$ cat src/rtl/gpt_pkg.sv
package gpt_pkg;
  localparam int N_CAP  = 2;
  localparam int N_CMP  = 3;
  localparam int STAT_W = N_CMP + N_CAP + 1;
  localparam int CTRL_W = 19;

  localparam logic [1:0] SRC_OFF = 2'd0;
  localparam logic [1:0] SRC_SYS = 2'd1;
  localparam logic [1:0] SRC_EXT = 2'd2;
  localparam logic [1:0] SRC_DIV = 2'd3;

  localparam logic [1:0] EDGE_RISE = 2'd1;
  localparam logic [1:0] EDGE_FALL = 2'd2;
  localparam logic [1:0] EDGE_BOTH = 2'd3;

  localparam logic [2:0] OUT_TOGGLE = 3'd1;
  localparam logic [2:0] OUT_CLEAR  = 3'd2;
  localparam logic [2:0] OUT_SET    = 3'd3;
  localparam logic [2:0] OUT_PULSE  = 3'd4;

  localparam logic [3:0] A_CTRL  = 4'd0;
  localparam logic [3:0] A_PRESC = 4'd1;
  localparam logic [3:0] A_STAT  = 4'd2;
  localparam logic [3:0] A_INTEN = 4'd3;
  localparam logic [3:0] A_FORCE = 4'd4;
  localparam logic [3:0] A_CMP0  = 4'd5;
  localparam logic [3:0] A_CAP0  = 4'd8;
  localparam logic [3:0] A_COUNT = 4'd10;

  typedef struct packed {
    logic [1:0]                  clkSrc;
    logic                        freeRun;
    logic [N_CAP-1:0][1:0]       capEdge;
    logic [N_CMP-1:0][2:0]       cmpMode;
  } cfg_t;

  typedef struct packed {
    logic             run;
    logic [N_CMP-1:0] forceCmp;
  } strobe_t;

  typedef struct packed {
    logic [N_CMP-1:0] cmpHit;
    logic [N_CAP-1:0] capHit;
    logic             roll;
  } evt_t;
endpackage

$ cat src/rtl/gpt_ctrl.sv
module gpt_ctrl
  import gpt_pkg::*;
#(
  parameter int CNT_W = 32,
  parameter int PRE_W = 12
) (
  input  logic                          clk,
  input  logic                          rstN,
  input  logic                          busWe,
  input  logic [3:0]                    busAddr,
  input  logic [31:0]                   busWdata,
  output logic [31:0]                   busRdata,
  input  logic                          lowPower,
  input  logic                          debugMode,
  input  evt_t                          evt,
  input  logic [CNT_W-1:0]              count,
  input  logic [N_CAP-1:0][CNT_W-1:0]   capVal,
  output cfg_t                          cfg,
  output strobe_t                       stb,
  output logic [PRE_W-1:0]              presc,
  output logic [N_CMP-1:0][CNT_W-1:0]   cmpVal,
  output logic                          irq
);
  logic [CTRL_W-1:0] ctrlReg;
  logic [STAT_W-1:0] statusReg, intEnReg, evtVec, clrMask;
  logic              unusedWdata;

  assign unusedWdata = &{1'b0, busWdata[31:CTRL_W]};
  assign evtVec  = {evt.roll, evt.capHit, evt.cmpHit};
  assign clrMask = (busWe && busAddr == A_STAT) ? busWdata[STAT_W-1:0] : '0;

  always_ff @(posedge clk) begin
    if (!rstN) begin
      ctrlReg   <= '0;
      presc     <= '0;
      statusReg <= '0;
      intEnReg  <= '0;
      cmpVal    <= '0;
    end else begin
      statusReg <= (statusReg & ~clrMask) | evtVec;
      if (busWe) begin
        if (busAddr == A_CTRL)  ctrlReg  <= busWdata[CTRL_W-1:0];
        if (busAddr == A_PRESC) presc    <= busWdata[PRE_W-1:0];
        if (busAddr == A_INTEN) intEnReg <= busWdata[STAT_W-1:0];
        for (int i = 0; i < N_CMP; i++)
          if (busAddr == A_CMP0 + 4'(i)) cmpVal[i] <= busWdata[CNT_W-1:0];
      end
    end
  end

  always_comb begin
    cfg.clkSrc  = ctrlReg[2:1];
    cfg.freeRun = ctrlReg[3];
    for (int i = 0; i < N_CAP; i++) cfg.capEdge[i] = ctrlReg[6 + 2*i +: 2];
    for (int i = 0; i < N_CMP; i++) cfg.cmpMode[i] = ctrlReg[10 + 3*i +: 3];
    stb.run = ctrlReg[0] && (!lowPower || ctrlReg[4]) && (!debugMode || ctrlReg[5]);
    stb.forceCmp = (busWe && busAddr == A_FORCE) ? busWdata[N_CMP-1:0] : '0;
  end

  assign irq = |(statusReg & intEnReg);

  always_comb begin
    busRdata = '0;
    if (busAddr == A_CTRL)  busRdata = 32'(ctrlReg);
    if (busAddr == A_PRESC) busRdata = 32'(presc);
    if (busAddr == A_STAT)  busRdata = 32'(statusReg);
    if (busAddr == A_INTEN) busRdata = 32'(intEnReg);
    if (busAddr == A_COUNT) busRdata = 32'(count);
    for (int i = 0; i < N_CMP; i++)
      if (busAddr == A_CMP0 + 4'(i)) busRdata = 32'(cmpVal[i]);
    for (int i = 0; i < N_CAP; i++)
      if (busAddr == A_CAP0 + 4'(i)) busRdata = 32'(capVal[i]);
  end

  // a written 1 clears the wrap flag when no new wrap arrives
  a_r10_w1c_clears: assert property (@(posedge clk) disable iff (!rstN)
    (busWe && busAddr == A_STAT && busWdata[STAT_W-1] && !evtVec[STAT_W-1])
      |=> !statusReg[STAT_W-1]);

  // a set flag stays set unless software clears it
  a_r10_flag_sticky: assert property (@(posedge clk) disable iff (!rstN)
    (statusReg[0] && !clrMask[0]) |=> statusReg[0]);
endmodule

$ cat src/rtl/gpt_datapath.sv
module gpt_datapath
  import gpt_pkg::*;
#(
  parameter int CNT_W = 32,
  parameter int PRE_W = 12
) (
  input  logic                          clk,
  input  logic                          rstN,
  input  cfg_t                          cfg,
  input  strobe_t                       stb,
  input  logic [PRE_W-1:0]              presc,
  input  logic [N_CMP-1:0][CNT_W-1:0]   cmpVal,
  input  logic                          extClk,
  input  logic [N_CAP-1:0]              capIn,
  output logic [CNT_W-1:0]              count,
  output logic [N_CAP-1:0][CNT_W-1:0]   capVal,
  output logic [N_CMP-1:0]              cmpOut,
  output evt_t                          evt
);
  logic [2:0]       extSync;
  logic             extRise;
  logic [PRE_W-1:0] preCnt;
  logic             divTick, tick;
  logic [N_CMP-1:0] cmpMatch, cmpEvt, evtQ;
  logic [N_CAP-1:0] capHit;

  always_ff @(posedge clk) begin
    if (!rstN) extSync <= '0;
    else       extSync <= {extSync[1:0], extClk};
  end
  assign extRise = extSync[1] & ~extSync[2];

  always_ff @(posedge clk) begin
    if (!rstN || !stb.run || cfg.clkSrc != SRC_DIV || preCnt == presc) preCnt <= '0;
    else                                                               preCnt <= preCnt + 1'b1;
  end
  assign divTick = stb.run && cfg.clkSrc == SRC_DIV && preCnt == presc;

  always_comb begin
    case (cfg.clkSrc)
      SRC_SYS: tick = stb.run;
      SRC_EXT: tick = stb.run && extRise;
      SRC_DIV: tick = divTick;
      default: tick = 1'b0;
    endcase
  end

  always_ff @(posedge clk) begin
    if (!rstN)                                  count <= '0;
    else if (tick && !cfg.freeRun && cmpMatch[0]) count <= '0;
    else if (tick)                              count <= count + 1'b1;
  end

  always_ff @(posedge clk) begin
    if (!rstN) evtQ <= '0;
    else       evtQ <= cmpEvt;
  end

  for (genvar g = 0; g < N_CMP; g++) begin : g_cmp
    assign cmpMatch[g] = tick && count == cmpVal[g];
    assign cmpEvt[g]   = cmpMatch[g] || stb.forceCmp[g];

    always_ff @(posedge clk) begin
      if (!rstN) cmpOut[g] <= 1'b0;
      else if (evtQ[g]) begin
        case (cfg.cmpMode[g])
          OUT_TOGGLE: cmpOut[g] <= ~cmpOut[g];
          OUT_CLEAR:  cmpOut[g] <= 1'b0;
          OUT_SET:    cmpOut[g] <= 1'b1;
          OUT_PULSE:  cmpOut[g] <= 1'b1;
          default:    cmpOut[g] <= cmpOut[g];
        endcase
      end else if (cfg.cmpMode[g] == OUT_PULSE) cmpOut[g] <= 1'b0;
    end

    // a pulse lasts a single cycle when no new event follows
    a_r6_pulse_once: assert property (@(posedge clk) disable iff (!rstN)
      (cfg.cmpMode[g] == OUT_PULSE && cmpOut[g] && !evtQ[g]) |=> !cmpOut[g]);
  end

  for (genvar g = 0; g < N_CAP; g++) begin : g_cap
    logic [2:0] capSync;
    logic       rise, fall;
    always_ff @(posedge clk) begin
      if (!rstN) capSync <= '0;
      else       capSync <= {capSync[1:0], capIn[g]};
    end
    assign rise = capSync[1] & ~capSync[2];
    assign fall = ~capSync[1] & capSync[2];
    assign capHit[g] = (rise && (cfg.capEdge[g] == EDGE_RISE || cfg.capEdge[g] == EDGE_BOTH)) ||
                       (fall && (cfg.capEdge[g] == EDGE_FALL || cfg.capEdge[g] == EDGE_BOTH));
    always_ff @(posedge clk) begin
      if (!rstN)        capVal[g] <= '0;
      else if (capHit[g]) capVal[g] <= count;
    end

    // the capture register holds the counter of the detection cycle
    a_r5_capture_value: assert property (@(posedge clk) disable iff (!rstN)
      capHit[g] |=> capVal[g] == $past(count));
  end

  assign evt.cmpHit = cmpEvt;
  assign evt.capHit = capHit;
  assign evt.roll   = tick && (&count);

  // no counting while the run strobe is low
  a_r12_hold_when_stopped: assert property (@(posedge clk) disable iff (!rstN)
    !stb.run |=> $stable(count));

  // a wrap leaves the counter at zero
  a_r9_wrap_to_zero: assert property (@(posedge clk) disable iff (!rstN)
    evt.roll |=> count == '0);

  // a forced compare outside a counting cycle leaves the counter alone
  a_r7_force_no_count: assert property (@(posedge clk) disable iff (!rstN)
    (stb.forceCmp != '0 && !tick) |=> $stable(count));
endmodule

$ cat src/rtl/capcmp_timer.sv
module capcmp_timer
  import gpt_pkg::*;
#(
  parameter int CNT_W = 32,
  parameter int PRE_W = 12
) (
  input  logic        clk,
  input  logic        rstN,
  input  logic        busWe,
  input  logic [3:0]  busAddr,
  input  logic [31:0] busWdata,
  output logic [31:0] busRdata,
  input  logic        extClk,
  input  logic [1:0]  capIn,
  input  logic        lowPower,
  input  logic        debugMode,
  output logic [2:0]  cmpOut,
  output logic        irq
);
  cfg_t                          cfg;
  strobe_t                       stb;
  evt_t                          evt;
  logic [PRE_W-1:0]              presc;
  logic [N_CMP-1:0][CNT_W-1:0]   cmpVal;
  logic [N_CAP-1:0][CNT_W-1:0]   capVal;
  logic [CNT_W-1:0]              count;

  gpt_ctrl #(.CNT_W(CNT_W), .PRE_W(PRE_W)) u_ctrl (
    .clk(clk), .rstN(rstN), .busWe(busWe), .busAddr(busAddr), .busWdata(busWdata),
    .busRdata(busRdata), .lowPower(lowPower), .debugMode(debugMode), .evt(evt),
    .count(count), .capVal(capVal), .cfg(cfg), .stb(stb), .presc(presc),
    .cmpVal(cmpVal), .irq(irq)
  );

  gpt_datapath #(.CNT_W(CNT_W), .PRE_W(PRE_W)) u_datapath (
    .clk(clk), .rstN(rstN), .cfg(cfg), .stb(stb), .presc(presc), .cmpVal(cmpVal),
    .extClk(extClk), .capIn(capIn), .count(count), .capVal(capVal),
    .cmpOut(cmpOut), .evt(evt)
  );
endmodule

$ cat config.mk
export PLATFORM = sky130hd
export DESIGN_NAME = capcmp_timer
export DESIGN_NICKNAME = d
export VERILOG_FILES = /design/src/rtl/gpt_pkg.sv /design/src/rtl/gpt_ctrl.sv /design/src/rtl/gpt_datapath.sv /design/src/rtl/capcmp_timer.sv
export SDC_FILE = /design/constraint.sdc
export NUM_CORES = 1
export LEC_CHECK = 0
export CORE_MARGIN = 1.5
export CORE_UTILIZATION = 36
export CTS_CLUSTER_DIAMETER = 40
export CTS_CLUSTER_SIZE = 8
export DETAILED_ROUTE_END_ITERATION = 10
export PLACE_DENSITY_LB_ADDON = 0.1
export SYNTH_ARGS = -nofsm -noshare
export SYNTH_HDL_FRONTEND = slang
export SYNTH_HIERARCHICAL = 1
export SYNTH_SLANG_ARGS = --single-unit
$ cat constraint.sdc
create_clock -name clk -period 2.7 [get_ports clk]
set_clock_uncertainty 0.05 [all_clocks]
set_input_delay 0.54 -clock clk [delete_from_list [all_inputs] [get_ports clk]]
set_output_delay 0.54 -clock clk [all_outputs]
set_load 0.02 [all_outputs]
==> results.sh <==
export IMPL_worst_pin_slew_ps=612
export IMPL_dieHeight_um=200
export IMPL_finalSetupViolCount=0
export IMPL_startpoint="busAddr[0]"
export IMPL_crit_fanout=6
export IMPL_grt_usage_pct=28.3
export IMPL_path_clk_slew_ps=50
export IMPL_worstHoldStart="u_datapath/g_cap[0].capSync[0]$_SDFF_PN0_"
export IMPL_drcViolationCount=0
export IMPL_wl_per_cell_um=23.0
export IMPL_ys_ff_latch=262
export IMPL_numCtsBuffers=49
export IMPL_ys_seq_area_share_pct=37.6
export IMPL_clk_path_buf_depth=3
export IMPL_root_buffer="clkbuf_16"
export IMPL_grt_overflow=0
export IMPL_p_switching_uw=2660
export IMPL_drt_pass1_iterations=5
export IMPL_final_util_pct=47.8
export IMPL_die_w_um=200
export IMPL_synth_most_common_cell="nand2_1"
export IMPL_die_area_um2=39900
export IMPL_met3_length_um=4050
export IMPL_vias_per_cell=5.44
export IMPL_power_density_nw_per_um2=622
export IMPL_clkLatencyLatePin_ps=590
export IMPL_power_frac_comb_pct=8.1
export IMPL_yosys_area_top_type="dfxtp_1"
export IMPL_critPathCaptureType="output pin"
export IMPL_rsz0062_at_grt="true"
export IMPL_grt_pass1_wl_um=82800
export IMPL_dr_wl_met2_um=23800
export IMPL_placed_cells=2371
export IMPL_min_path_type="register to register"
export IMPL_top_layer="met4"
export IMPL_synth_top_area_share_pct=37.6
export IMPL_first_iter_violations=1159
export IMPL_power_clock_fraction_pct=56.9
export IMPL_placed_area_um2=16200
export IMPL_fmax_mhz=372
export IMPL_synthToLayoutAreaGrowth_pct=29.9
export IMPL_hold_viol=0
export IMPL_async_flop_share_pct=0
export IMPL_vdd_drop_max_mv=0.467
export IMPL_period_needed_ps=2690
export IMPL_htree_levels=2
export IMPL_path_cells="buf_6 > buf_6 > or4b_4 > buf_4 > o22ai_1 > a21o_1 > a211oi_2 > buf_2"
export IMPL_synth_area_um2=13900
export IMPL_coreArea_um2=37900
export IMPL_syn_avg_cell_area_um2=7.93
export IMPL_synth_distinct_cells=70
export IMPL_start_util_pct=36.8
export IMPL_clock_sinks=262
export IMPL_critPathMaxStageDelay_ps=550
export IMPL_synth_common_cells="441 x nand2_1, 262 x dfxtp_1, 113 x a21boi_0"
export IMPL_cts_tree="yes"
export IMPL_drive_gt1_share_pct=19.4
export IMPL_ant_nets=0
export IMPL_crit_type="input pin to output pin"
export IMPL_num_fill_cells=3751
export IMPL_cp_required_ps=2110
export IMPL_cpMaxStageDelayCell="or4b_4"
export IMPL_final_nets=1960
export IMPL_final_max_slew_viol_count=0
export IMPL_p_int_uw=8610
export IMPL_yosys_warnings=6
export IMPL_leakagePower_uw=0.00667
export IMPL_relSlewSlack_pct=59.0
export IMPL_rows=71
export IMPL_syn_inst=1759
export IMPL_first_global_vias=12800
export IMPL_dpl_hpwl_um=41500
export IMPL_synth_ff_type="dfxtp_1"
export IMPL_wirelength_met1_um=26700
export IMPL_grt_max_degree=121
export IMPL_synthTopCellsByArea="dfxtp_1 38%, nand2_1 12%, a21boi_0 6.1%, xnor2_1 4.8%, a21oi_1 3.7%"
export IMPL_cp_start_kind="input pin"
export IMPL_worstReg2RegStart="u_datapath/count[2]$_SDFFE_PP0P_"
export IMPL_diodes=0
export IMPL_post_route_period_util_pct=99.7
export IMPL_io_pins=80
export IMPL_gp_congestion=0.988
export IMPL_routed_wl_um=56400
export IMPL_max_cap_viol_count=0
export IMPL_numPortBuffers=79
export IMPL_cpMostUsedCell="buf_6"
export IMPL_seq_power_share_pct=35.0
export IMPL_switching_share_pct=23.6
export IMPL_antenna_found_initial=0
export IMPL_final_area_um2=18100
export IMPL_synth_edf_count=0
export IMPL_crit_arrival_ps=2100
export IMPL_final_cells=2455
export IMPL_vias=13400
export IMPL_status="complete, no violations"
export IMPL_syn_nets=1805
==> logic make-up after synthesis <==
family                   Yosys count  synth area share, %
flip-flops                       262                 37.6
AND/OR/NAND/NOR                  697                 22.7
AO/OA/AOI/OAI                    461                 23.2
adder cells (fa/ha/maj)            2                0.179
XOR/XNOR                         132                 8.29
multiplexers                      27                 2.03
buffers and inverters            178                 6.05
==> layout make-up <==
class	instances	area, µm²	area share (%)
Multi-Input combinational cell	1319	8060	44.5
Clock inverter	19	337	1.86
Tap cell	511	639	3.53
Timing Repair Buffer	270	2430	13.4
Inverter	12	45.0	0.249
Sequential cell	262	5250	28.9
Clock buffer	62	1370	7.54
==> routing by layer <==
metal / up-vias / track usage, %
met3: 93 / 4.49
met1: 6420 / 41.2
li1: 6357 / -
met2: 496 / 41.5
met5: - / 0
met4: 0 / 10.9
==> state kept, by name (all words and copies together) (netlist names) <==
| name | flops |
|---|---|
| u_ctrl/presc | 12 |
| u_datapath/g_cap.capSync | 6 |
| u_datapath/capVal | 64 |
| u_datapath/extSync | 3 |
| u_ctrl/ctrlReg | 19 |
| u_datapath/evtQ | 3 |
| u_ctrl/intEnReg | 6 |
| u_datapath/cmpOut | 3 |
| u_datapath/count | 32 |
| u_ctrl/cmpVal | 96 |
| u_datapath/preCnt | 12 |
| u_ctrl/statusReg | 6 |
==> critical path, delay by kind of cell <==
kind / cells / cell delay, ps
buf+inv: 4 / 590
compound gates: 3 / 420
simple gates: 1 / 550
==> repair_timing <==
item                                    in CTS  in global routing
gates resized for setup                    187                 21
hold buffers                                 0                  0
pin swaps                                    9                 11
endpoints found under the setup margin      32                 21
setup buffers                                3                  2
hold endpoints to repair                     0                  0
cloned                                       0                  2
==> power by group through the flow <==
stage               Sequential (µW)  Combinational (µW)  Clock [µW]
finish                         3940                 915        6410
global route                   3940                 962        6670
CTS                            3940                 889        6530
detailed placement             4020                 885           0
global placement               4020                 883           0
floorplan                      4000                 443           0
==> stage by stage <==
step	setup slack [ps]	power, µW	hold slack [ps]	setup TNS [ps]
after floorplan	111	4440	362	0
after global placement	-838	4900	373	-27900
after detailed placement	-888	4900	372	-31400
after CTS	-2.13	11400	383	-2.13
after global routing	-17.7	11600	398	-38.1
final	9.12	11300	379	0
==> cell usage in the layout (no fill, tap or decap), types with 24 or more instances in the layout <==
cell type / netlist / final
clkdlybuf4s50_1: 0 / 42
xnor2_1: 77 / 77
nor2b_1: 25 / 24
xor2_1: 55 / 55
buf_2: 50 / 26
nand2_1: 441 / 441
a21boi_0: 113 / 113
buf_4: 20 / 162
nand4_1: 30 / 30
a21oi_1: 103 / 97
dfxtp_1: 262 / 262
nor2_1: 77 / 77
clkbuf_16: 0 / 52
==> final timing paths <==
kind	endpoint	slack, ps	depth (start not counted)
min reg2reg	u_datapath/g_cap[0].capSync[1]$_SDFF_PN0_	380	1
max	busRdata[11]	9	8
min	u_datapath/g_cap[0].capSync[1]$_SDFF_PN0_	380	1
max reg2reg	u_datapath/count[13]$_SDFFE_PP0P_	260	8
(Power assumes the default switching activity.)
